`config.mk`:
```
export PLATFORM = sky130hd
export DESIGN_NAME = i2c_tgt
export DESIGN_NICKNAME = d
export VERILOG_FILES = /design/src/rtl/i2c_tgt_pkg.sv /design/src/rtl/i2c_tgt_sync.sv /design/src/rtl/i2c_tgt_match.sv /design/src/rtl/i2c_tgt_engine.sv /design/src/rtl/i2c_tgt.sv
export SDC_FILE = /design/constraint.sdc
export NUM_CORES = 1
export LEC_CHECK = 0
export CELL_PAD_IN_SITES_DETAIL_PLACEMENT = 2
export CELL_PAD_IN_SITES_GLOBAL_PLACEMENT = 2
export CORE_MARGIN = 2
export CORE_UTILIZATION = 39
export DETAILED_ROUTE_END_ITERATION = 8
export GPL_TIMING_DRIVEN = 0
export PLACE_DENSITY_LB_ADDON = 0.2
export SYNTH_ARGS = -nofsm -noshare
export SYNTH_HDL_FRONTEND = slang
export SYNTH_SLANG_ARGS = --single-unit
```
`constraint.sdc`:
```
create_clock -name clk -period 2.7 [get_ports clk]
set_input_delay 0.54 -clock clk [delete_from_list [all_inputs] [get_ports clk]]
set_output_delay 0.54 -clock clk [all_outputs]
set_load 0.05 [all_outputs]
```
`src/rtl/i2c_tgt_pkg.sv`:
```
`timescale 1ns/1ps
package i2c_tgt_pkg;
    localparam int DW = 8;
    localparam int BW = $clog2(DW + 1);

    localparam logic [3:0] MODE_T7  = 4'h6;
    localparam logic [3:0] MODE_T10 = 4'h7;

    localparam logic [1:0] RA_CTRL = 2'd0;
    localparam logic [1:0] RA_STAT = 2'd1;
    localparam logic [1:0] RA_BUF  = 2'd2;
    localparam logic [1:0] RA_ADDR = 2'd3;

    typedef enum logic [2:0] {
        PH_IDLE,
        PH_ADDR,
        PH_ADDR_LO,
        PH_DATA,
        PH_HOLD
    } phase_e;

    typedef struct packed {
        phase_e          ph;
        logic [BW-1:0]   bits;
        logic [DW-1:0]   sh;
        logic            in_ack;
        logic            oe;
        logic            hi_ok;
        logic [1:0]      hi_bits;
        logic            rw;
        logic            ua;
    } eng_t;

    typedef struct packed {
        logic [3:0]      mode;
        logic            en;
        logic            ovf;
        logic            irq;
        logic            full;
        logic [DW-1:0]   rbuf;
        logic [DW-1:0]   addr;
        logic            s;
        logic            p;
        logic            da;
    } regs_t;
endpackage

```
`src/rtl/i2c_tgt_sync.sv`:
```
`timescale 1ns/1ps
module i2c_tgt_sync #(
    parameter int STAGES = 2
) (
    input  logic clk,
    input  logic rst_n,
    input  logic scl_i,
    input  logic sda_i,
    output logic scl_s,
    output logic sda_s,
    output logic scl_rise,
    output logic scl_fall,
    output logic start_ev,
    output logic stop_ev
);
    typedef struct packed {
        logic [STAGES-1:0] scl_ch;
        logic [STAGES-1:0] sda_ch;
        logic              scl_p;
        logic              sda_p;
    } sync_t;

    sync_t sy_d, sy_q;

    always_comb begin
        sy_d        = sy_q;
        sy_d.scl_ch = {sy_q.scl_ch[STAGES-2:0], scl_i};
        sy_d.sda_ch = {sy_q.sda_ch[STAGES-2:0], sda_i};
        sy_d.scl_p  = sy_q.scl_ch[STAGES-1];
        sy_d.sda_p  = sy_q.sda_ch[STAGES-1];
    end

    always_ff @(posedge clk or negedge rst_n) begin
        if (!rst_n) sy_q <= '1;
        else        sy_q <= sy_d;
    end

    assign scl_s    = sy_q.scl_ch[STAGES-1];
    assign sda_s    = sy_q.sda_ch[STAGES-1];
    assign scl_rise = scl_s & ~sy_q.scl_p;
    assign scl_fall = ~scl_s & sy_q.scl_p;
    assign start_ev = scl_s & sy_q.scl_p & sy_q.sda_p & ~sda_s;
    assign stop_ev  = scl_s & sy_q.scl_p & ~sy_q.sda_p & sda_s;
endmodule

```
`src/rtl/i2c_tgt_match.sv`:
```
`timescale 1ns/1ps
module i2c_tgt_match
    import i2c_tgt_pkg::*;
(
    input  phase_e        ph,
    input  logic          ten_bit,
    input  logic [DW-1:0] byte_i,
    input  logic [DW-1:0] addr_i,
    input  logic          hi_ok,
    input  logic [1:0]    hi_bits,
    output logic          hit,
    output phase_e        nxt,
    output logic          set_hi,
    output logic          clr_hi,
    output logic          ua_set,
    output logic          ua_clr,
    output logic          rw_load
);
    logic hdr;
    logic upper_eq;

    assign hdr      = (byte_i[7:3] == 5'b11110);
    assign upper_eq = (byte_i[DW-1:1] == addr_i[DW-1:1]);

    always_comb begin
        hit     = 1'b0;
        nxt     = PH_HOLD;
        set_hi  = 1'b0;
        clr_hi  = 1'b0;
        ua_set  = 1'b0;
        ua_clr  = 1'b0;
        rw_load = 1'b0;
        if (ph == PH_ADDR) begin
            if (!ten_bit) begin
                hit = upper_eq;
                nxt = (hit && !byte_i[0]) ? PH_DATA : PH_HOLD;
            end else if (!byte_i[0]) begin
                hit    = hdr && upper_eq;
                set_hi = hit;
                clr_hi = !hit;
                ua_set = hit;
                nxt    = hit ? PH_ADDR_LO : PH_HOLD;
            end else begin
                hit = hdr && hi_ok && (byte_i[2:1] == hi_bits);
                nxt = PH_HOLD;
            end
            rw_load = hit;
        end else if (ph == PH_ADDR_LO) begin
            hit    = (byte_i == addr_i);
            clr_hi = !hit;
            ua_clr = 1'b1;
            nxt    = hit ? PH_DATA : PH_HOLD;
        end
    end
endmodule

```
`src/rtl/i2c_tgt_engine.sv`:
```
`timescale 1ns/1ps
module i2c_tgt_engine
    import i2c_tgt_pkg::*;
(
    input  logic          clk,
    input  logic          rst_n,
    input  logic          active,
    input  logic          ten_bit,
    input  logic [DW-1:0] addr_i,
    input  logic          buf_full,
    input  logic          sda_s,
    input  logic          scl_rise,
    input  logic          scl_fall,
    input  logic          start_ev,
    input  logic          stop_ev,
    output logic          push,
    output logic          push_data,
    output logic [DW-1:0] push_byte,
    output logic          rw_o,
    output logic          ua_o,
    output logic          sda_oe_o
);
    localparam logic [BW-1:0] FULL_CNT = BW'(DW);
    localparam eng_t ENG_RST = '{ph: PH_IDLE, default: '0};

    eng_t   en_d, en_q;
    logic   counting;
    logic   m_hit, m_set_hi, m_clr_hi, m_ua_set, m_ua_clr, m_rw_load;
    phase_e m_nxt;

    i2c_tgt_match match_i (
        .ph      (en_q.ph),
        .ten_bit (ten_bit),
        .byte_i  (en_q.sh),
        .addr_i  (addr_i),
        .hi_ok   (en_q.hi_ok),
        .hi_bits (en_q.hi_bits),
        .hit     (m_hit),
        .nxt     (m_nxt),
        .set_hi  (m_set_hi),
        .clr_hi  (m_clr_hi),
        .ua_set  (m_ua_set),
        .ua_clr  (m_ua_clr),
        .rw_load (m_rw_load)
    );

    assign counting = (en_q.ph == PH_ADDR) || (en_q.ph == PH_ADDR_LO) ||
                      (en_q.ph == PH_DATA);

    always_comb begin
        en_d      = en_q;
        push      = 1'b0;
        push_data = 1'b0;
        if (!active) begin
            en_d = ENG_RST;
        end else if (start_ev) begin
            en_d.ph     = PH_ADDR;
            en_d.bits   = '0;
            en_d.in_ack = 1'b0;
            en_d.oe     = 1'b0;
        end else if (stop_ev) begin
            en_d.ph     = PH_IDLE;
            en_d.bits   = '0;
            en_d.in_ack = 1'b0;
            en_d.oe     = 1'b0;
            en_d.hi_ok  = 1'b0;
            en_d.ua     = 1'b0;
        end else if (scl_rise && counting && !en_q.in_ack && en_q.bits < FULL_CNT) begin
            en_d.sh   = {en_q.sh[DW-2:0], sda_s};
            en_d.bits = en_q.bits + 1'b1;
        end else if (scl_fall) begin
            if (en_q.in_ack) begin
                en_d.in_ack = 1'b0;
                en_d.oe     = 1'b0;
                en_d.bits   = '0;
            end else if (counting && en_q.bits == FULL_CNT) begin
                en_d.in_ack = 1'b1;
                if (en_q.ph == PH_DATA) begin
                    push      = 1'b1;
                    push_data = 1'b1;
                    en_d.oe   = !buf_full;
                end else begin
                    push    = m_hit;
                    en_d.oe = m_hit && !buf_full;
                    en_d.ph = m_nxt;
                    if (m_set_hi) begin
                        en_d.hi_ok   = 1'b1;
                        en_d.hi_bits = en_q.sh[2:1];
                    end
                    if (m_clr_hi)  en_d.hi_ok = 1'b0;
                    if (m_ua_set)  en_d.ua    = 1'b1;
                    if (m_ua_clr)  en_d.ua    = 1'b0;
                    if (m_rw_load) en_d.rw    = en_q.sh[0];
                end
            end
        end
    end

    always_ff @(posedge clk or negedge rst_n) begin
        if (!rst_n) en_q <= ENG_RST;
        else        en_q <= en_d;
    end

    assign push_byte = en_q.sh;
    assign rw_o      = en_q.rw;
    assign ua_o      = en_q.ua;
    assign sda_oe_o  = en_q.oe;
endmodule

```
`src/rtl/i2c_tgt.sv`:
```
`timescale 1ns/1ps
module i2c_tgt
    import i2c_tgt_pkg::*;
#(
    parameter int SYNC_STAGES = 2
) (
    input  logic          clk,
    input  logic          rst_n,
    input  logic          scl_i,
    input  logic          sda_i,
    output logic          sda_oe_o,
    output logic          irq_o,
    input  logic [1:0]    reg_addr_i,
    input  logic          reg_wr_i,
    input  logic          reg_rd_i,
    input  logic [DW-1:0] reg_wdata_i,
    output logic [DW-1:0] reg_rdata_o
);
    regs_t         st_d, st_q;
    logic          scl_s, sda_s, scl_rise, scl_fall, start_ev, stop_ev;
    logic          active, ten_bit;
    logic          push, push_data, eng_rw, eng_ua;
    logic [DW-1:0] push_byte;
    logic          ctrl_wr, addr_wr, buf_rd;
    logic          unused_wbit;

    assign unused_wbit = reg_wdata_i[4];

    i2c_tgt_sync #(.STAGES(SYNC_STAGES)) sync_i (
        .clk      (clk),
        .rst_n    (rst_n),
        .scl_i    (scl_i),
        .sda_i    (sda_i),
        .scl_s    (scl_s),
        .sda_s    (sda_s),
        .scl_rise (scl_rise),
        .scl_fall (scl_fall),
        .start_ev (start_ev),
        .stop_ev  (stop_ev)
    );

    assign ten_bit = (st_q.mode == MODE_T10);
    assign active  = st_q.en && ((st_q.mode == MODE_T7) || ten_bit);

    i2c_tgt_engine eng_i (
        .clk       (clk),
        .rst_n     (rst_n),
        .active    (active),
        .ten_bit   (ten_bit),
        .addr_i    (st_q.addr),
        .buf_full  (st_q.full),
        .sda_s     (sda_s),
        .scl_rise  (scl_rise),
        .scl_fall  (scl_fall),
        .start_ev  (start_ev),
        .stop_ev   (stop_ev),
        .push      (push),
        .push_data (push_data),
        .push_byte (push_byte),
        .rw_o      (eng_rw),
        .ua_o      (eng_ua),
        .sda_oe_o  (sda_oe_o)
    );

    assign ctrl_wr = reg_wr_i && (reg_addr_i == RA_CTRL);
    assign addr_wr = reg_wr_i && (reg_addr_i == RA_ADDR);
    assign buf_rd  = reg_rd_i && (reg_addr_i == RA_BUF);

    always_comb begin
        st_d = st_q;
        if (ctrl_wr) begin
            st_d.mode = reg_wdata_i[3:0];
            st_d.en   = reg_wdata_i[5];
            st_d.ovf  = st_q.ovf & reg_wdata_i[6];
            st_d.irq  = st_q.irq & reg_wdata_i[7];
        end
        if (addr_wr) st_d.addr = reg_wdata_i;
        if (buf_rd)  st_d.full = 1'b0;
        if (!active) begin
            st_d.s = 1'b0;
            st_d.p = 1'b0;
        end else if (start_ev) begin
            st_d.s = 1'b1;
            st_d.p = 1'b0;
        end else if (stop_ev) begin
            st_d.s = 1'b0;
            st_d.p = 1'b1;
        end
        if (push) begin
            if (st_q.full) begin
                st_d.ovf = 1'b1;
            end else begin
                st_d.rbuf = push_byte;
                st_d.full = 1'b1;
                st_d.irq  = 1'b1;
                st_d.da   = push_data;
            end
        end
    end

    always_ff @(posedge clk or negedge rst_n) begin
        if (!rst_n) st_q <= '0;
        else        st_q <= st_d;
    end

    always_comb begin
        unique case (reg_addr_i)
            RA_CTRL: reg_rdata_o = {st_q.irq, st_q.ovf, st_q.en, 1'b0, st_q.mode};
            RA_STAT: reg_rdata_o = {2'b00, st_q.da, st_q.p, st_q.s, eng_rw, eng_ua, st_q.full};
            RA_BUF:  reg_rdata_o = st_q.rbuf;
            default: reg_rdata_o = st_q.addr;
        endcase
    end

    assign irq_o = st_q.irq;
endmodule

```
==> out/results.tsv <==
stage	metric	value	unit
global_routing	overflow	0	
clock_network	cts_made_buffers	5	
synthesis	syn_avg_cell_area	11.7	µm²
timing	period_share	97.5	%
synthesis	synth_nets	265	
timing	finClkSkew	0.00730	ns
power	power.total	1690	µW
synthesis	synth_cell_types	59	
synthesis	ys_warn_count	0	
synthesis	synth_area_leaders	dfrtp_1 (43%), mux2_2 (6.7%), dfstp_2 (5.5%)	
drt	wl_per_cell	20.1	µm
clock_network	worstSkewPairLatency	0.31	ns
synthesis	async_reset_ff_share	100	%
critical_path	crit_buf_inv	3	
critical_path	cp_slowest_cell	clkdlybuf4s50_1	
timing	slew_violations	0	
placed_design	gp_congestion	0.788	
power	powerDensity	505	mW/mm²
timing	setup_viol	0	
synthesis	syn-instance-count	247	
cells_and_area	area_delta_synth_final	16.3	%
timing	slew_headroom	41.2	%
synthesis	yosysTopAreaCellShare	42.6	%
critical_path	start_kind	input pin	
drt	ant_nets	0	
placed_design	io_buffers	25	
floorplan	start_util	39.9	%
placed_design	dp_cells	372	
global_routing	grt_pass1_vias	2340	
global_routing	antenna_found_initial	0	
timing	setup_tns	0	ns
timing	hold_viol	0	
synthesis	synth_top_cell_by_area	dfrtp_1	
critical_path	cp-end-kind	output port	
drt	vias	2127	
synthesis	synth_edf_count	0	
clock_network	cts-root-buf	clkbuf_8	
floorplan	row_count	31	
cells_and_area	final_nets	299	
drt	detailedRoute.firstPassIterationCount	4	
critical_path	cpPeakStageDelay	0.54	ns
drt	drc	0	
cells_and_area	layout.cells.non_filler	381	
cells_and_area	layout-drive-gt1-share	24.8	%
global_routing	grt_pass1_wl	12600	µm
global_routing	grt_usage	19.8	%
clock_network	cts_max_path_buffers	2	
critical_path	cpLargestDelayFamily	buffers and inverters	
clock_network	cts_sinks	55	
placed_design	dp_hpwl	5980	µm
power	p_leak	0.00141	µW
critical_path	worstSetupPathType	in -> out	
floorplan	coreArea	0.00721	mm²
clock_network	cts_hold_buf	0	
critical_path	cp_max_fo	10	
floorplan	die_w	89.9	µm
timing	clock.fmax	0.380	GHz
synthesis	synth-seq-area-share	48.1	%
floorplan	ios	26	
drt	via_per_inst	5.58	
synthesis	ys_seq_elements	55	
drt	drt_iter0_markers	87	
floorplan	fp.dieH	89.9	µm
clock_network	h-tree-depth	2	
outcome	status	complete, no violations	
floorplan	die_area	0.00808	mm²
synthesis	yosys.cell_count.top_type	dfrtp_1	
hold_path	hp-class	in -> async	
clock_network	clkTransAtPathRegs	0.11	ns
global_routing	grt_max_degree	39	
power	ir_worst_vdd	0.257	mV
timing	rsz0062_at_grt	false	
timing	fin_crit	2.63	ns
job	max_cap_viol_count	0	
synthesis	ys_top_cells_by_count	dfrtp_1 (49), mux2_2 (17), nand2_1 (17)	
critical_path	path_cells	clkdlybuf4s50_1 > buf_4 > mux4_2 > clkbuf_2	
timing	worst_pin_slew	0.880	ns
clock_network	cts_tree	built	
synthesis	synth_area	0.00288	mm²
cells_and_area	antenna_cells	0	
critical_path	cp.arrival	2.09	ns
synthesis	synthFlopType	dfrtp_1	
critical_path	worstPathRequired	2.16	ns
drt	wl	7670	µm
## layer usage
layer  share of wire (%)  vias to the layer above  global-route usage (%)
met3                 2.0                        5                    3.02
met5                   0                        -                       0
met2                  49                       18                    33.0
met4                0.74                        0                    3.08
met1                  49                     1110                    28.0
li1                    -                      994                       -
## final timing paths
check                               start        endpoint  slack, ns  cells past startpoint
setup / recovery            reg_addr_i[0]  reg_rdata_o[3]       0.07                      4
hold / removal                      rst_n   eng_i.en_q[4]       0.16                      1
setup reg to reg           sync_i.sy_q[1]        st_q[15]       0.12                      6
hold reg to reg            sync_i.sy_d[5]    sync_i.scl_s       0.36                      0
max in group asynchronous           rst_n    sync_i.sda_s       1.92                      2
min in group clk           sync_i.sy_d[5]    sync_i.scl_s       0.36                      0
## repair_timing
action	4_1_cts	5_1_grt
gates resized for setup	31	6
cloned	0	0
setup endpoints to repair	8	10
setup buffers	0	1
## placed cells by master (no fill, tap or decap), types with 3 or more instances in the layout
master and count:
a21oi_1 10, a211oi_1 3, nor3_1 5, xnor2_1 8
nor4_1 3, nand2_1 17, mux2_4 7, inv_1 3
nand3_1 6, mux4_2 5, a22o_1 11, clkbuf_1 6
buf_2 7, nand4_1 4, dfrtp_1 49, nor2b_1 5
dfstp_2 6, mux2_2 17, o21ai_0 12, buf_4 3
clkdlybuf4s50_1 16, nand3b_1 4, nor2_1 14, clkbuf_8 5
## final cells by class
class	count	area (µm²)
Inverter	3	11.3
Tap cell	99	124
Timing Repair Buffer	27	240
Fill cell	785	3870
Multi-Input combinational cell	178	1430
Clock inverter	3	27.5
Clock buffer	5	68.8
Buffer	11	65.1
Sequential cell	55	1380
## flip-flops by register name (all words and copies together) (netlist names), 2 cells and up
signal	cells
sync_i.sy_d	2
sync_i.sy_q	2
eng_i.push_byte	8
eng_i.en_q	11
st_q	26
## through the flow
stage          utilization [%]  hold slack [ns]  setup slack [ns]  instance area (µm²)
3_5_place_dp              45.3            0.349            -0.776                 3270
4_1_cts                   46.4            0.166            -0.133                 3350
3_3_place_gp              45.1            0.345            -0.718                 3250
6_report                  46.4            0.164            0.0681                 3350
2_1_floorplan                -            0.244             0.116                 2880
5_1_grt                   46.4            0.173            0.0208                 3350
## logic make-up (layout without fill, tap and decap cells)
logic type / Yosys count / count (layout) / synth area share [%]
compound gates: 51 / 51 / 12.3
xor+xnor: 10 / 10 / 3.04
fa+ha+maj: 2 / 2 / 0.869
buf+inv: 14 / 49 / 2.39
flops: 55 / 55 / 48.1
mux: 31 / 31 / 15.0
simple gates: 84 / 84 / 18.3
## where the power goes
group	internal [µW]	leakage, µW	switching [µW]	total, µW
Combinational	119	0.000640	160	279
Clock	191	0.0000463	298	489
Sequential	871	0.000720	52.5	923
(Power assumes the default switching activity.)
